<file path="config.mk">
export PLATFORM = sky130hd
export DESIGN_NAME = in_order_cq
export DESIGN_NICKNAME = d
export VERILOG_FILES = /design/src/rtl/cq_pkg.sv /design/src/rtl/cq_alloc_ctl.sv /design/src/rtl/cq_retire_sel.sv /design/src/rtl/in_order_cq.sv
export SDC_FILE = /design/constraint.sdc
export NUM_CORES = 1
export LEC_CHECK = 0
export CAP_MARGIN = 5
export CORE_ASPECT_RATIO = 0.9
export CORE_MARGIN = 8
export CORE_UTILIZATION = 50
export CTS_CLUSTER_DIAMETER = 40
export DETAILED_ROUTE_END_ITERATION = 6
export GPL_TIMING_DRIVEN = 0
export PLACE_DENSITY = 0.72
export SLEW_MARGIN = 0
export SYNTH_ARGS = -nofsm -noshare
export SYNTH_HDL_FRONTEND = slang
export SYNTH_SLANG_ARGS = --single-unit
</file>
<file path="constraint.sdc">
create_clock -name clk_i -period 3.8 [get_ports clk_i]
set_clock_uncertainty 0.15 [all_clocks]
set_input_delay 0.76 -clock clk_i [delete_from_list [all_inputs] [get_ports clk_i]]
set_output_delay 0.76 -clock clk_i [all_outputs]
set_load 0.005 [all_outputs]
</file>
<file path="src/rtl/cq_pkg.sv">
package cq_pkg;

    // Advance a ring index by a small step (step < depth).
    function automatic int unsigned cq_wrap(int unsigned idx, int unsigned step,
                                            int unsigned depth);
        int unsigned sum;
        sum = idx + step;
        return (sum >= depth) ? (sum - depth) : sum;
    endfunction

    typedef enum logic [1:0] {
        RET_NONE = 2'b00,
        RET_ONE  = 2'b01,
        RET_TWO  = 2'b11
    } ret_mode_e;

endpackage

</file>
<file path="src/rtl/cq_alloc_ctl.sv">
module cq_alloc_ctl #(
    parameter int unsigned DEPTH = 6,
    parameter int unsigned TAG_W = $clog2(DEPTH),
    parameter int unsigned CNT_W = $clog2(DEPTH + 1)
) (
    input  logic [1:0]       req_i,
    input  logic [CNT_W-1:0] free_i,
    input  logic             flush_i,
    input  logic [TAG_W-1:0] tail_i,
    output logic [1:0]       gnt_o,
    output logic [TAG_W-1:0] tag0_o,
    output logic [TAG_W-1:0] tag1_o
);
    import cq_pkg::*;

    always_comb begin
        gnt_o[0] = req_i[0] && (free_i >= CNT_W'(1)) && !flush_i;
        gnt_o[1] = req_i[0] && req_i[1] && (free_i >= CNT_W'(2)) && !flush_i;
        tag0_o   = tail_i;
        tag1_o   = TAG_W'(cq_wrap(32'(tail_i), 1, DEPTH));
    end
endmodule

</file>
<file path="src/rtl/cq_retire_sel.sv">
module cq_retire_sel (
    input  logic       head_vld_i,
    input  logic       head_done_i,
    input  logic       head_exc_i,
    input  logic       next_vld_i,
    input  logic       next_done_i,
    input  logic       next_exc_i,
    output logic [1:0] commit_o,
    output logic       flush_o
);
    import cq_pkg::*;

    ret_mode_e mode;

    always_comb begin
        mode = RET_NONE;
        if (head_vld_i && head_done_i) begin
            mode = RET_ONE;
            if (!head_exc_i && next_vld_i && next_done_i && !next_exc_i) begin
                mode = RET_TWO;
            end
        end
        commit_o = mode;
        flush_o  = head_vld_i && head_done_i && head_exc_i;
    end
endmodule

</file>
<file path="src/rtl/in_order_cq.sv">
module in_order_cq #(
    parameter int unsigned DEPTH = 6,
    parameter int unsigned TAG_W = $clog2(DEPTH),
    parameter int unsigned CNT_W = $clog2(DEPTH + 1)
) (
    input  logic             clk_i,
    input  logic             rst_ni,
    input  logic [1:0]       alloc_vld_i,
    output logic [1:0]       alloc_gnt_o,
    output logic [TAG_W-1:0] alloc_tag0_o,
    output logic [TAG_W-1:0] alloc_tag1_o,
    output logic [CNT_W-1:0] free_cnt_o,
    input  logic [1:0]       fin_vld_i,
    input  logic [TAG_W-1:0] fin_tag0_i,
    input  logic [TAG_W-1:0] fin_tag1_i,
    input  logic [1:0]       fin_exc_i,
    output logic [1:0]       commit_o,
    output logic [TAG_W-1:0] commit_tag0_o,
    output logic [TAG_W-1:0] commit_tag1_o,
    output logic             flush_o
);
    import cq_pkg::*;

    typedef struct packed {
        logic [DEPTH-1:0] occ;
        logic [DEPTH-1:0] done;
        logic [DEPTH-1:0] exc;
        logic [TAG_W-1:0] head;
        logic [TAG_W-1:0] tail;
        logic [CNT_W-1:0] cnt;
    } cq_state_t;

    cq_state_t st_d, st_q;

    logic [TAG_W-1:0] head_nx;
    logic             h_occ, h_done, h_exc;
    logic             n_occ, n_done, n_exc;
    logic [TAG_W-1:0] fin_tag [2];

    assign head_nx    = TAG_W'(cq_wrap(32'(st_q.head), 1, DEPTH));
    assign free_cnt_o = CNT_W'(DEPTH) - st_q.cnt;
    assign fin_tag[0] = fin_tag0_i;
    assign fin_tag[1] = fin_tag1_i;

    // Pick out the two oldest entries.
    always_comb begin
        h_occ = 1'b0; h_done = 1'b0; h_exc = 1'b0;
        n_occ = 1'b0; n_done = 1'b0; n_exc = 1'b0;
        for (int e = 0; e < DEPTH; e++) begin
            if (st_q.head == TAG_W'(e)) begin
                h_occ = st_q.occ[e]; h_done = st_q.done[e]; h_exc = st_q.exc[e];
            end
            if (head_nx == TAG_W'(e)) begin
                n_occ = st_q.occ[e]; n_done = st_q.done[e]; n_exc = st_q.exc[e];
            end
        end
    end

    cq_retire_sel i_ret (
        .head_vld_i  (h_occ),
        .head_done_i (h_done),
        .head_exc_i  (h_exc),
        .next_vld_i  (n_occ),
        .next_done_i (n_done),
        .next_exc_i  (n_exc),
        .commit_o    (commit_o),
        .flush_o     (flush_o)
    );

    cq_alloc_ctl #(.DEPTH(DEPTH), .TAG_W(TAG_W), .CNT_W(CNT_W)) i_alloc (
        .req_i   (alloc_vld_i),
        .free_i  (free_cnt_o),
        .flush_i (flush_o),
        .tail_i  (st_q.tail),
        .gnt_o   (alloc_gnt_o),
        .tag0_o  (alloc_tag0_o),
        .tag1_o  (alloc_tag1_o)
    );

    assign commit_tag0_o = st_q.head;
    assign commit_tag1_o = head_nx;

    always_comb begin
        logic [1:0] n_ret, n_all;
        st_d  = st_q;
        n_ret = {1'b0, commit_o[0]} + {1'b0, commit_o[1]};
        n_all = {1'b0, alloc_gnt_o[0]} + {1'b0, alloc_gnt_o[1]};

        // Finish reports land only on occupied slots.
        for (int u = 0; u < 2; u++) begin
            for (int e = 0; e < DEPTH; e++) begin
                if (fin_vld_i[u] && fin_tag[u] == TAG_W'(e) && st_q.occ[e]) begin
                    st_d.done[e] = 1'b1;
                    st_d.exc[e]  = fin_exc_i[u];
                end
            end
        end

        if (flush_o) begin
            st_d.occ  = '0;
            st_d.done = '0;
            st_d.exc  = '0;
            st_d.head = '0;
            st_d.tail = '0;
            st_d.cnt  = '0;
        end else begin
            for (int e = 0; e < DEPTH; e++) begin
                if ((commit_o[0] && st_q.head == TAG_W'(e)) ||
                    (commit_o[1] && head_nx == TAG_W'(e))) begin
                    st_d.occ[e]  = 1'b0;
                    st_d.done[e] = 1'b0;
                    st_d.exc[e]  = 1'b0;
                end
                if ((alloc_gnt_o[0] && alloc_tag0_o == TAG_W'(e)) ||
                    (alloc_gnt_o[1] && alloc_tag1_o == TAG_W'(e))) begin
                    st_d.occ[e]  = 1'b1;
                    st_d.done[e] = 1'b0;
                    st_d.exc[e]  = 1'b0;
                end
            end
            st_d.head = TAG_W'(cq_wrap(32'(st_q.head), 32'(n_ret), DEPTH));
            st_d.tail = TAG_W'(cq_wrap(32'(st_q.tail), 32'(n_all), DEPTH));
            st_d.cnt  = st_q.cnt - CNT_W'(n_ret) + CNT_W'(n_all);
        end
    end

    always_ff @(posedge clk_i or negedge rst_ni) begin
        if (!rst_ni) begin
            st_q <= '0;
        end else begin
            st_q <= st_d;
        end
    end
endmodule

</file>
### Yosys cells after proc, flatten, opt, wreduce, memory -nomap -nowiden

Index checks and enable logic that the tools add are counted.

* add/sub/neg operators: 13
* $lt $le $gt $ge: 6
* eq/ne operators: 30
* muxes and demuxes: 103
* reduce and logical (&&, ||, !) cells: 91

Operator list (count)
* 1-bit two-way mux: 96
* 1-bit logical AND: 58
* 3-bit by 2-bit equality test with 1-bit output (second input constant): 12
* 3-bit equality test (second input constant): 12
* 5-bit nonzero test: 6
* 27-bit two-way mux: 1
* 3-bit by 1-bit equality test with 1-bit output (second input constant): 6
* 3-bit logical NOT: 6
* 3-bit nonzero test: 6
* 4-bit by 3-bit greater-or-equal comparator with 1-bit output (second input constant): 4
* 1-bit logical OR: 12
* 3-bit two-way mux: 4
* 3-bit subtractor (second input constant): 4
* 3-bit by 1-bit adder with 4-bit output (second input constant): 2
* 3-bit by 2-bit adder with 4-bit output: 2
* 1-bit by 1-bit adder with 2-bit output: 2
* 2-bit two-way mux: 2
* 3-bit by 2-bit adder with 3-bit output: 1
* 3-bit by 1-bit greater-or-equal comparator with 1-bit output (second input constant): 1
* 3-bit by 2-bit greater-or-equal comparator with 1-bit output (second input constant): 1
* 1-bit logical NOT: 3
* 3-bit by 2-bit subtractor with 3-bit output: 1
* 3-bit subtractor (first input constant): 1

* flip-flop bits (word level): 27
* bits of input ports: 14
* word-level logic and storage cells: 264

### Depth between registers and ports, before layout

* depth in word-level cells: 20
* mapped depth: 19
* mapped depth without buffers: 17

### Hierarchy

Synthesis repeated with hierarchy kept, for this count alone.

* cells, all modules: 311
* area total of the unflattened synthesis: 2613.8 um^2

Modules (own cells, without submodules)
* in_order_cq: instances 1, cells each 284, area an instance 2426.1 um^2, seq. area each 675.6 um^2
* cq_alloc_ctl: instances 1, cells each 23, area an instance 156.4 um^2, seq. area each 0.0 um^2
* cq_retire_sel: instances 1, cells each 4, area an instance 31.3 um^2, seq. area each 0.0 um^2

### Worst setup path after synthesis

Ideal clock, no wire load.

* path kind: register -> register
* start: register st_q, in the netlist commit_tag0_o[1]
* end: register st_q[2] in the netlist's numbering
* library setup time: 77 ps
* data arrival time: 3683 ps
* data required time: 3573 ps
* slack: -111 ps
* stages on the path, launching flop included: 20
* path buffers: 2
* path through: dfrtp_1 buf_6 inv_1 ha_1 buf_4 nand4b_1 a21oi_1 o22ai_4 o21ai_2 nor2_1 ha_1 inv_1 ha_1 inv_1 ha_1 inv_1 fa_1 xnor2_1 or3_1 a21oi_1

RTL lines
* start: declaration: RTL line in_order_cq.sv:33 `cq_state_t st_d, st_q;`
* start signal: assignment: RTL line in_order_cq.sv:131 `st_q <= st_d;`

==> results.cfg <==
[status]
status = finished with violations
violations = setup timing

[power]
leakage_nw = 1.54
seq_power_share_pct = 15.6
p_per_area_nw_per_um2 = 1100
share_comb_of_total_power_pct = 79.8
p_int_w = 0.00202
pwr-share-clk_pct = 4.6
switchingPower_w = 0.00186
max-vdd-ir-drop_mv = 0.600
switching_share_pct = 47.9

[worst_setup_path]
endpoint_kind = register
worstSetupStartpointType = register
crit_type = reg -> reg
r2r-start = commit_tag0_o[1]
path_buf_inv = 4
r2r_end = st_q[2]
worstPathArrival_ns = 3.90
cp_max_fo = 5
cp_slowest_cell = dfrtp_2
path_delay_family = compound AO/OA/AOI/OAI gates
crit_path_cell_trace = buf_4, ha_4, ha_4, buf_6, a211o_2, o211a_1, a32o_2, a31oi_4, a31oi_4, ha_1, inv_1, ha_1, inv_1, fa_2, xnor2_1, or3_1, a21oi_2
r2r_slack_ns = -0.03
slowest_delay_ns = 0.44
r2r_cells = 17
crit_required_ns = 3.87

[timing]
fin_ws_ns = -0.0310
rsz0062_at_grt = yes
min_period_ns = 3.83
timing.final.crit_share_pct = 101
tightest_slew_ns = 0.714
setup_viol_count_final = 1
final_max_slew_viol_count = 0
max_freq_mhz = 261
setup_tns_ns = -0.0310
hold_viol_final = 0
max-slew-margin-rel_pct = 52.4
whs_ns = 0.352

[cells_and_area]
finalNonFillerCells = 434
mostFrequentLayoutCell = buf_4
final_cell_mix = buf_4 (38), clkdlybuf4s50_1 (31), inv_1 (25)
fin_nets = 405
area_delta_synth_final_pct = 32.7
n_antenna_cell = 0
drive_above_1_share_pct = 27.5
fin_area_um2 = 3520

[cts]
cts_tree = done
clk_latency_ns = 0.28
path_clk_slew_ns = 0.11
cts_buffer_depth = 2
cts_root_buf = clkbuf_8
cts_made_buffers = 3
cts_max_level = 1
cts_sinks = 27

[yosys]
yosysWarningCount = 0
synthesis.area_um2 = 2650
ys_types = 76
syn-instance-count = 300
ys_seq_elements = 27
synth_fp_nets = 337
synthArstFlopShare_pct = 100
yosysSeqAreaShare_pct = 25.5
synthFlopType = dfrtp_1
avgSynthCellArea_um2 = 8.83
synth_edf_count = 0

[grt]
track_usage_pct = 20.2
grt_pass1_wl_um = 13000
gr-total-overflow = 0
grt_max_degree = 28
grt_pass1_vias = 2664
antenna_found_initial = 0

[die]
chipHeight_um = 85.1
io_pins = 34
coreArea_um2 = 5190
dieArea_um2 = 7890
die_x_um = 92.7
rows = 25
initial_core_util_pct = 51.0

[detailed_routing]
drc = 0
vias_per_cell = 6.11
drt-initial-drc-count = 269
wire_per_inst_um = 18.5
wl_um = 8030
via_count = 2651
first_pass_iters = 5
antenna_left = 0

[placed_design]
place_congestion = 0.920
dp_hpwl_um = 5610
port_buffers = 33
place_inst = 400
pre_cts_ws_ns = -0.516
place_area_um2 = 3080

[run]
maxCapViolations = 0

[worst_hold_path]
hp-class = in -> async
-- cells in the mapped netlist, types with 3 or more instances --
| cell | count | area [um^2] |
|---|---|---|
| nor2_1 | 21 | 78.8 |
| inv_1 | 28 | 105 |
| a21oi_1 | 11 | 55.1 |
| nand2_1 | 20 | 75.1 |
| a32oi_1 | 3 | 26.3 |
| a211oi_1 | 6 | 45.0 |
| dfrtp_1 | 27 | 676 |
| o211a_1 | 3 | 30.0 |
| xnor2_1 | 6 | 52.6 |
| o21bai_1 | 3 | 22.5 |
| nand4_1 | 10 | 62.6 |
| o21ai_0 | 17 | 85.1 |
| buf_4 | 10 | 75.1 |
| o21ai_1 | 3 | 15.0 |
| o21a_1 | 3 | 22.5 |
| buf_6 | 4 | 45.0 |
| nor2b_1 | 9 | 56.3 |
| nor3_1 | 4 | 20.0 |
| mux2i_1 | 7 | 70.1 |
| a21o_1 | 3 | 22.5 |
| a31oi_1 | 7 | 43.8 |
| nand3_1 | 10 | 50.1 |
| nand2b_1 | 3 | 18.8 |
| ha_1 | 21 | 263 |
| nand4b_1 | 5 | 43.8 |
-- logic make-up after synthesis --
logic type	count (synthesis)	share of synthesized area, %
buf+inv	46	9.54
fa+ha+maj	25	12.3
xor+xnor	6	1.98
compound gates	90	27.3
simple gates	99	20.7
flops	27	25.5
mux	7	2.64
-- worst reg2reg max path, delay by kind of cell, from the launching register on --
kind,cells,cell delay (ns)
AOI/OAI and AO/OA,6,1.22
xor gates and xnor gates,1,0.14
adders and majority gates,5,1.13
buffers and inverters,4,0.38
DFF,1,0.44
and+or+nand+nor,1,0.33
-- sequential cells by signal, indices dropped and copies added, names as in the netlist --
register,flops
st_q,24
commit_tag0_o,3
-- power groups by stage --
| stage | Combinational (W) | Sequential [W] | Clock, W |
|---|---|---|---|
| floorplan | 0.00174 | 0.000554 | 0 |
| global placement | 0.00240 | 0.000613 | 0 |
| detailed placement | 0.00243 | 0.000616 | 0 |
| CTS | 0.00290 | 0.000605 | 0.000182 |
| global route | 0.00337 | 0.000627 | 0.000189 |
| finish | 0.00310 | 0.000607 | 0.000178 |
-- metal layers --
layer,vias to the layer above,part of all wire [%],GRT usage (%)
met5,-,0,0
met4,0,1.6,6.58
met3,13,7.2,4.94
met2,120,47,32.7
met1,1276,44,25.7
li1,1242,-,-
-- worst max-delay path by stage --
stage                           startpoint      end  slack, ns  cells after the start
final                     commit_tag0_o[1]  st_q[2]      -0.03                     17
after floorplan           commit_tag0_o[1]  st_q[2]      0.002                     19
after CTS                 commit_tag0_o[0]  st_q[2]      -0.04                     16
after global routing      commit_tag0_o[1]  st_q[2]      -0.15                     17
after detailed placement  commit_tag0_o[0]  st_q[2]      -0.52                     16
after global placement    commit_tag0_o[0]  st_q[2]      -0.43                     16
-- per-stage QoR --
stage | total power, W | utilization (%)
finish | 0.00388 | 67.7
global route | 0.00418 | 67.7
CTS | 0.00368 | 66.0
detailed placement | 0.00305 | 59.3
global placement | 0.00301 | 59.3
floorplan | 0.00229 | -
-- what timing repair did --
action / in CTS / in global routing
hold endpoints to repair: 0 / 0
gates resized for setup: 27 / 11
pin swaps: 18 / 12
setup endpoints to repair: 10 / 4
hold buffers: 0 / 0
setup buffers: 24 / 6
cloned: 1 / 0
-- layout make-up --
class / instances / area [um^2]
tap: 67 / 83.8
multi-input combinational: 227 / 1880
buffer: 15 / 130
inverter: 30 / 125
clock inverter: 1 / 7.51
sequential: 27 / 679
fill: 461 / 1680
clock buffer: 3 / 41.3
timing repair buffer: 64 / 564
Note: power is estimated with default switching activity, not from simulation.
